--- src/rtl/jtag_instr_ctrl.sv ---
module jtag_instr_ctrl #(
  parameter int PINS = 4,
  parameter int IR_W = 4,
  parameter int TC_W = 3,
  parameter logic [IR_W-1:0] OP_EXTEST = 4'h0,
  parameter logic [IR_W-1:0] OP_SAMPLE = 4'h1,
  parameter logic [IR_W-1:0] OP_HIGHZ  = 4'h9,
  parameter logic [IR_W-1:0] OP_CLAMP  = 4'hC,
  parameter logic [IR_W-1:0] OP_TCTRL  = 4'hD
) (
  input  logic            tclk,
  input  logic            st_tlr,
  input  logic            st_capture_dr,
  input  logic            st_shift_dr,
  input  logic            st_update_dr,
  input  logic            st_shift_ir,
  input  logic            st_update_ir,
  input  logic [IR_W-1:0] ir_code,
  input  logic            ir_so,
  input  logic            tdi,
  output logic            tdo,
  output logic            tdo_oe,
  input  logic [PINS-1:0] func_data,
  input  logic [PINS-1:0] func_oe,
  output logic [PINS-1:0] pad_data,
  output logic [PINS-1:0] pad_oe,
  output logic            sys_rst,
  output logic [TC_W-1:0] tc_hold
);
  localparam logic [IR_W-1:0] OP_BYPASS = {IR_W{1'b1}};

  typedef enum logic [1:0] {PATH_BYP, PATH_BSR, PATH_TC} path_e;

  path_e           path_q, path_d;
  logic            highz_q, clamp_q, drive_q;
  logic            highz_d, clamp_d, drive_d;
  logic            byp_q;
  logic [TC_W-1:0] tc_sr;
  logic [PINS-1:0] bsr_sr, bsr_upd;
  logic            dr_lsb;

  always_comb begin
    path_d  = PATH_BYP;
    highz_d = 1'b0;
    clamp_d = 1'b0;
    drive_d = 1'b0;
    case (ir_code)
      OP_EXTEST: begin path_d = PATH_BSR; drive_d = 1'b1; end
      OP_SAMPLE: path_d = PATH_BSR;
      OP_HIGHZ:  highz_d = 1'b1;
      OP_CLAMP:  begin clamp_d = 1'b1; drive_d = 1'b1; end
      OP_TCTRL:  path_d = PATH_TC;
      OP_BYPASS: path_d = PATH_BYP;
      default:   path_d = PATH_BYP;
    endcase
  end

  always_ff @(posedge tclk) begin
    if (st_tlr) begin
      path_q  <= PATH_BYP;
      highz_q <= 1'b0;
      clamp_q <= 1'b0;
      drive_q <= 1'b0;
    end else if (st_update_ir) begin
      path_q  <= path_d;
      highz_q <= highz_d;
      clamp_q <= clamp_d;
      drive_q <= drive_d;
    end
  end

  always_ff @(posedge tclk) begin
    if (st_tlr || st_capture_dr) byp_q <= 1'b0;
    else if (st_shift_dr && path_q == PATH_BYP) byp_q <= tdi;
  end

  always_ff @(posedge tclk) begin
    if (st_tlr) begin
      tc_sr   <= '0;
      tc_hold <= '0;
    end else if (path_q == PATH_TC) begin
      if (st_capture_dr)     tc_sr   <= tc_hold;
      else if (st_shift_dr)  tc_sr   <= {tdi, tc_sr[TC_W-1:1]};
      else if (st_update_dr) tc_hold <= tc_sr;
    end
  end

  always_ff @(posedge tclk) begin
    if (st_tlr) begin
      bsr_sr  <= '0;
      bsr_upd <= '0;
    end else if (path_q == PATH_BSR) begin
      if (st_capture_dr)     bsr_sr  <= func_data;
      else if (st_shift_dr)  bsr_sr  <= {tdi, bsr_sr[PINS-1:1]};
      else if (st_update_dr) bsr_upd <= bsr_sr;
    end
  end

  always_comb begin
    case (path_q)
      PATH_BSR: dr_lsb = bsr_sr[0];
      PATH_TC:  dr_lsb = tc_sr[0];
      default:  dr_lsb = byp_q;
    endcase
  end

  always_ff @(negedge tclk) begin
    tdo_oe <= st_shift_dr | st_shift_ir;
    if (st_shift_ir)      tdo <= ir_so;
    else if (st_shift_dr) tdo <= dr_lsb;
  end

  assign sys_rst  = highz_q | clamp_q;
  assign pad_oe   = highz_q ? '0 : func_oe;
  assign pad_data = drive_q ? bsr_upd : func_data;
endmodule

--- config.mk ---
export PLATFORM = sky130hd
export DESIGN_NAME = jtag_instr_ctrl
export DESIGN_NICKNAME = d
export VERILOG_FILES = /design/src/rtl/jtag_instr_ctrl.sv
export SDC_FILE = /design/constraint.sdc
export NUM_CORES = 1
export LEC_CHECK = 0
export ABC_AREA = 1
export BUFFER_PORTS_ARGS = -buffer_cell sky130_fd_sc_hd__buf_2
export CAP_MARGIN = 20
export CORE_MARGIN = 4
export CORE_UTILIZATION = 53
export DETAILED_ROUTE_END_ITERATION = 7
export PLACE_DENSITY = 0.95
export SLEW_MARGIN = 20
export SYNTH_ARGS = -nofsm -noshare
export SYNTH_HDL_FRONTEND = slang
export SYNTH_SLANG_ARGS = --single-unit
--- constraint.sdc ---
create_clock -name tclk -period 2.4 [get_ports tclk]
set_input_delay 0.24 -clock tclk [delete_from_list [all_inputs] [get_ports tclk]]
set_output_delay 0.24 -clock tclk [all_outputs]
set_load 0.03 [all_outputs]
==> impl_metrics.csv, run 1 <==
group,metric,value,unit
placed_design,portBuffers,34,
hold_path,holdCritPathClass,"in2reg",
drt,wirelength,2347,um
timing,setup-tns-final,0,ns
synth,synth_xor_area_frac,0,
final_layout,finish.utilization,0.6730,
final_layout,area_delta_synth_final,20.18,%
final_layout,post_route_cells_drive_above_1_share,0.2613,
timing,final.setup.worst_slack,0.08222,ns
setup_path,worstSetupPathType,"reg2reg",
clock_network,cts_buffer_depth,2,
setup_path,required,1.31,ns
global_route,grt_pass1_vias,996,
setup_path,cp_slowest_cell,"dfxtp_2",
synth,netlist.area_leader.share,0.3788,
die,die_x,53.76,um
synth,synth_top_family_by_area,"simple AND/OR/NAND/NOR gates",
drt,via_per_inst,4.783,
clock_network,ctsHtreeMaxLevel,1,
global_route,antenna_found_initial,0,
timing,slew_headroom,0.6756,
synth,synth_cell_types,20,
synth,synth.avg_cell_area,6.851,um^2
drt,detail-route-antenna-nets,0,
clock_network,insertion_delay,0.35,ns
synth,synth-simple-area-share,0.3179,
timing,rsz0062_at_grt,"false",
clock_network,post_cts_buffers,0,
outcome,outcome,"finished clean",
synth,synth_mux_area_frac,0,
clock_network,hold_buffers,0,
synth,ys_top_cells_by_count,"39 x nand2_1, 21 x dfxtp_1, 21 x inv_1, 21 x nor2_1, 13 x a21oi_1",
setup_path,endpoint_kind,"flip-flop",
die,die_h,53.76,um
global_route,grt_usage,0.1859,
synth,synth_seq_cells,22,
synth,ys_top_cells_by_area,"dfxtp_1 38%, nand2_1 13%, inv_1 7.1%",
setup_path,critical_path.startpoint_type,"flip-flop",
clock_network,cts_resized,0,
timing,maxSlewViolCount,0,
clock_network,cts_buffers,3,
drt,vias,1081,
timing,setup_viol,0,
pwr,total_power,0.0006636,W
drt,drc,0,
placed_design,post-dp-hpwl,1920,um
pwr,p_leak,0.6496,nW
timing,hold_viol,0,
clock_network,cts.sinks,22,
synth,synth_edf_count,1,
synth,syn-cell-area,1110,um^2
global_route,grt_pass1_wl,4022,um
die,coreArea,1982,um^2
setup_path,cp.arrival,1.22,ns
pwr,powerDensity,497.6,nW/um^2
timing,finalClockSkew,0.05420,ns
synth,synth_compound_area_frac,0.1364,
placed_design,dp_slack,0.02852,ns
synth,synth.most_common_cell,"nand2_1",
die,rows,16,
pwr,peakVddDrop,0.0003696,V
global_route,grt_max_degree,14,
synth,ys_warn_count,0,
drt,firstDrtPassIters,5,
synth,synth_ff_type,"dfxtp_1",
synth,ys_async_sr_fraction,0,
setup_path,cp_slowest_stage_delay,0.34,ns
die,start_util,0.5600,
placed_design,routabilityCongestion,0.8273,
setup_path,path_cells,"inv_1 > ha_1 > nor2_1 > nor2_1 > nand2_1 > nand2_1",
drt,drt_iter0_drc,23,
final_layout,nets,224,
final_layout,num_antenna_cells,0,
run,drv_cap,0,
clock_network,clock-root-buffer,"clkbuf_4",
drt,routedWlPerCell,10.38,um
synth,yosysSeqAreaShare,0.4059,
synth,syn_inst,162,
clock_network,cts_tree,"yes",
synth,synth_top_area_cell,"dfxtp_1",
synth,synth_nets,186,
die,die-area,2890,um^2
die,io_pins,35,
synth,synthAdderAreaFrac,0.03382,
clock_network,clk_pin_slew,0.12,ns
timing,tightest_slew,0.4861,ns
setup_path,crit_fanout,2,
global_route,gr-total-overflow,0,
[report_power, final]
part           switching (W)  internal (W)  total (W)
registers         0.00000415      0.000375   0.000379
logic              0.0000685     0.0000346   0.000103
clock network       0.000112     0.0000690   0.000181
total               0.000185      0.000479   0.000664
[cell usage in the layout, fill, tap and decap left out]
cell	n
or2_2	2
buf_2	34
ha_1	3
buf_4	3
dfxtp_1	19
o21ai_1	1
nand2_2	1
clkbuf_4	3
nand2_1	39
inv_2	1
nand4_1	8
edfxtp_1	1
clkbuf_1	1
dfxtp_2	2
a21oi_1	13
nor2_2	3
o21ai_2	3
o21ai_0	11
nor2_1	21
inv_1	22
nand3_1	8
[final timing paths]
kind	start	endpoint	cells after the start	slack, ns
worst max-delay path	path_q[0]	tdo	6	0.08
worst min-delay path	tdi	byp_q	3	0.19
worst max register to register	path_q[0]	tdo	6	0.08
worst min register to register	clamp_q	clamp_q	2	0.47
[per-stage QoR]
stage	instances	instance area [um^2]	hold WS [ns]
2_1_floorplan	162	1110	0.3091
3_3_place_gp	221	1301	0.4523
3_5_place_dp	221	1301	0.4571
4_1_cts	226	1331	0.1854
5_1_grt	226	1334	0.1974
6_report	226	1334	0.1936
[registers in the layout, indices dropped and copies added (netlist names)]
name     count
byp_q        1
tc_sr        3
path_q       2
highz_q      1
tdo          1
tc_hold      3
tdo_oe       1
clamp_q      1
drive_q      1
bsr_sr       4
bsr_upd      4
[critical path, delay by kind of cell (launching register included)]
| family | cells | cell delay [ns] |
|---|---|---|
| simple gates | 4 | 0.22 |
| fa+ha+maj | 1 | 0.30 |
| buf+inv | 1 | 0.05 |
| flops | 1 | 0.34 |
[cell families after synthesis]
logic type,count (synthesis)
adder cells (fa/ha/maj),3
flip-flops,22
AO/OA/AOI/OAI,28
buffers and inverters,27
AND/OR/NAND/NOR,82
[routing by layer]
metal | share of wire | vias to the layer above | GRT usage
met3 | 0.078 | 2 | 0.03878
met1 | 0.45 | 455 | 0.2419
met2 | 0.47 | 36 | 0.3024
li1 | - | 588 | -
met5 | 0 | - | 0
met4 | 0.0051 | 0 | 0.06383
[layout make-up]
type	count	area [um^2]
inverter	21	78.83
clock inverter	2	7.507
tap	27	33.78
sequential	22	452.9
fill	185	648.1
multi-input combinational	113	541.8
timing repair buffer	37	192.7
clock buffer	4	26.28
Note: power is estimated with default switching activity, not from simulation.
==> run 2: changes to the inputs <==
Settings changed: ABC_AREA 1 to default, CORE_UTILIZATION 53 to 52, PLACE_DENSITY 0.95 to 0.94.
==> run 2 against run 1 <==
Synthesized cell count is 35% lower. Sequential power hardly changed. Power is 1.0% higher. Cell count is 24% lower. Clock skew is 0.014 ns higher. Clock power hardly changed. Critical path depth is 1 lower. Cell area is 1.0% lower. Die area is 2.8% lower. Critical path type unchanged. Critical endpoint unchanged.
==> impl_metrics.csv, run 2 <==
group,metric,value,unit
pwr,p_seq_frac,0.567,
die,die-area,2810,um^2
drt,routedWlPerCell,13.76,um
synth,netlist.area_leader.share,0.3990,
setup_path,endpoint_kind,"flip-flop",
die,coreArea,1942,um^2
drt,drt_iter0_drc,29,
global_route,antenna_found_initial,0,
hold_path,min_to,"highz_q",
drt,via_per_inst,5.448,
clock_network,hold_buffers,0,
synth,syn_inst,106,
setup_path,required,1.31,ns
final_layout,register_area,452.9,um^2
die,rows,16,
clock_network,cts_tree,"yes",
timing,hold_viol,0,
hold_path,min_from,"ir_code[2]",
placed_design,routabilityCongestion,0.7785,
setup_path,critical_path.startpoint_type,"flip-flop",
timing,setup-tns-final,0,ns
pwr,p_clk_frac,0.274,
final_layout,nFillCells,152,
pwr,p_leak,0.5594,nW
pwr,combPwrFrac,0.158,
synth,ys_warn_count,0,
clock_network,post_cts_buffers,0,
synth,ys_top_cells_by_count,"21 x dfxtp_1, 17 x nor2_1, 14 x mux2i_1, 7 x a211oi_1, 6 x nor2b_1",
global_route,met2_usage,0.3120,
timing,finalClockSkew,0.06836,ns
final_layout,num_antenna_cells,0,
die,start_util,0.5425,
final_layout,fin_area,1320,um^2
placed_design,placed_area,1267,um^2
drt,firstDrtPassIters,4,
hold_path,holdPathStages,2,
global_route,grt_pass1_vias,933,
synth,synth_edf_count,1,
setup_path,cp_slowest_stage_delay,0.37,ns
global_route,grt_usage,0.1870,
setup_path,path_cells,"inv_2 > ha_4 > nand2b_4 > a221oi_2 > nor3_1",
synth,synth_top_area_cell,"dfxtp_1",
synth,synth.most_common_cell,"dfxtp_1",
drt,vias,937,
drt,wirelength,2367,um
timing,tightest_slew,0.3308,ns
clock_network,cts_buffer_depth,2,
pwr,p_int,0.0004850,W
die,die_h,53.01,um
drt,detail-route-antenna-nets,0,
clock_network,clk_pin_slew,0.12,ns
timing,setup_viol,0,
timing,maxSlewViolCount,0,
pwr,powerDensity,508.0,nW/um^2
setup_path,worstSetupPathType,"reg2reg",
timing,rsz0062_at_grt,"true",
placed_design,portBuffers,34,
setup_path,cp_num_buf_inv,1,
setup_path,cp_slowest_cell,"dfxtp_2",
outcome,outcome,"finished clean",
synth,synth_seq_cells,22,
pwr,peakVddDrop,0.0004411,V
clock_network,insertion_delay,0.36,ns
final_layout,final_cell_mix,"34 x buf_2, 19 x dfxtp_1, 17 x nor2_1",
global_route,grtUsageMet1,0.2211,
pwr,switching_share,0.2767,
global_route,grt_pass1_wl,3864,um
global_route,grt_max_degree,20,
die,io_pins,35,
setup_path,r2r_cells,5,
synth,synth_nets,130,
pwr,p_switching,0.0001856,W
setup_path,worstReg2RegStart,"path_q[0]",
clock_network,cts_buffers,3,
drt,drc,0,
setup_path,r2r-end,"tdo",
final_layout,finish.utilization,0.6798,
final_layout,post_route_cells_drive_above_1_share,0.4000,
synth,syn-cell-area,1054,um^2
clock_network,cts.sinks,22,
clock_network,ctsHtreeMaxLevel,1,
placed_design,post-dp-hpwl,1789,um
synth,synth_ff_type,"dfxtp_1",
setup_path,cp.arrival,1.28,ns
synth,yosysSeqAreaShare,0.4276,
global_route,gr-total-overflow,0,
setup_path,crit_fanout,3,
final_layout,area_delta_synth_final,25.30,%
final_layout,multi_input_area,586.8,um^2
pwr,total_power,0.0006706,W
synth,ys_top_cells_by_area,"dfxtp_1 40%, mux2i_1 13%, nor2_1 6.1%",
global_route,use_met3,0.04225,
timing,timing.hold.ws,0.2159,ns
die,die_x,53.01,um
setup_path,cp_top_family,"flip-flops",
hold_path,holdCritPathClass,"in2reg",
timing,slew_headroom,0.7795,
final_layout,top_regs,"bsr_sr (4), bsr_upd (4)",
synth,ys_async_sr_fraction,0,
final_layout,layout_commonest_cell,"buf_2",
final_layout,nets,170,
synth,synth.avg_cell_area,9.939,um^2
setup_path,reg2reg_slack,0.04,ns
global_route,grt_most_used_layer,"met2",
run,drv_cap,0,
synth,synth_cell_types,26,
clock_network,clock-root-buffer,"clkbuf_4",
run 2: cell types whose count changed after synthesis, moves of 7 or more:
cell      previous run  this run
inv_1               21         4
o21ai_0             11         1
mux2i_1              0        14
nand4_1              8         0
nand2_1             39         3
nand3_1              8         1
a21oi_1             13         3
a211oi_1             0         7
run 2: layout make-up:
class,instances,area share
Multi-Input combinational cell,76,0.4445
Sequential cell,22,0.3431
Clock inverter,3,0.009479
Timing Repair Buffer,38,0.1517
Clock buffer,3,0.01706
Inverter,3,0.008531
Tap cell,27,0.02559
run 2: layer usage:
| layer | part of all wire | wire, um | vias to the layer above |
|---|---|---|---|
| met1 | 0.43 | 1016 | 434 |
| met3 | 0.080 | 189 | 4 |
| met5 | 0 | 0 | - |
| met4 | 0.016 | 38 | 0 |
| met2 | 0.47 | 1123 | 45 |
| li1 | - | - | 454 |
run 2: how the worst max path moves through the flow:
| stage | startpoint | endpoint | slack [ns] | cells after the start |
|---|---|---|---|---|
| global route | path_q[0] | tdo | -0.04 | 5 |
| floorplan | path_q[1] | tdo | 0.005 | 5 |
| CTS | path_q[0] | tdo | 0.0004 | 5 |
| global placement | path_q[0] | tdo | -0.0009 | 5 |
| detailed placement | path_q[0] | tdo | -0.03 | 5 |
| finish | path_q[0] | tdo | 0.04 | 5 |
run 2: what timing repair did:
action	in CTS	in global routing
setup endpoints to repair	1	1
pin swaps	1	2
gates resized for setup	1	3
run 2: cell families after synthesis:
kind of cell | synth area share
AND/OR/NAND/NOR | 0.1876
flip-flops | 0.4276
multiplexers | 0.1758
AO/OA/AOI/OAI | 0.1247
buffers and inverters | 0.04037
adder cells (fa/ha/maj) | 0.03563
XOR/XNOR | 0.008315
run 2: stage by stage:
| stage | setup WS (ns) | std cells |
|---|---|---|
| 6_report | 0.03843 | 172 |
| 5_1_grt | -0.04344 | 172 |
| 4_1_cts | 0.0004164 | 172 |
| 3_5_place_dp | -0.03466 | 167 |
| 3_3_place_gp | -0.0009485 | 167 |
| 2_1_floorplan | 0.005122 | 106 |
run 2: worst register-to-register path, stage by stage, from the launching register on:
cell,delay [ns]
dfxtp_2,0.37
inv_2,0.06
ha_4,0.27
nand2b_4,0.05
a221oi_2,0.16
nor3_1,0.06
run 2: power groups by stage:
stage	sequential (W)	combinational [W]	clock (W)
finish	0.000380	0.000106	0.000184
global route	0.000381	0.000115	0.000203
CTS	0.000380	0.000104	0.000187
detailed placement	0.000388	0.000103	0.00000778
global placement	0.000388	0.000100	0.00000778
floorplan	0.000393	0.0000604	0.00000778
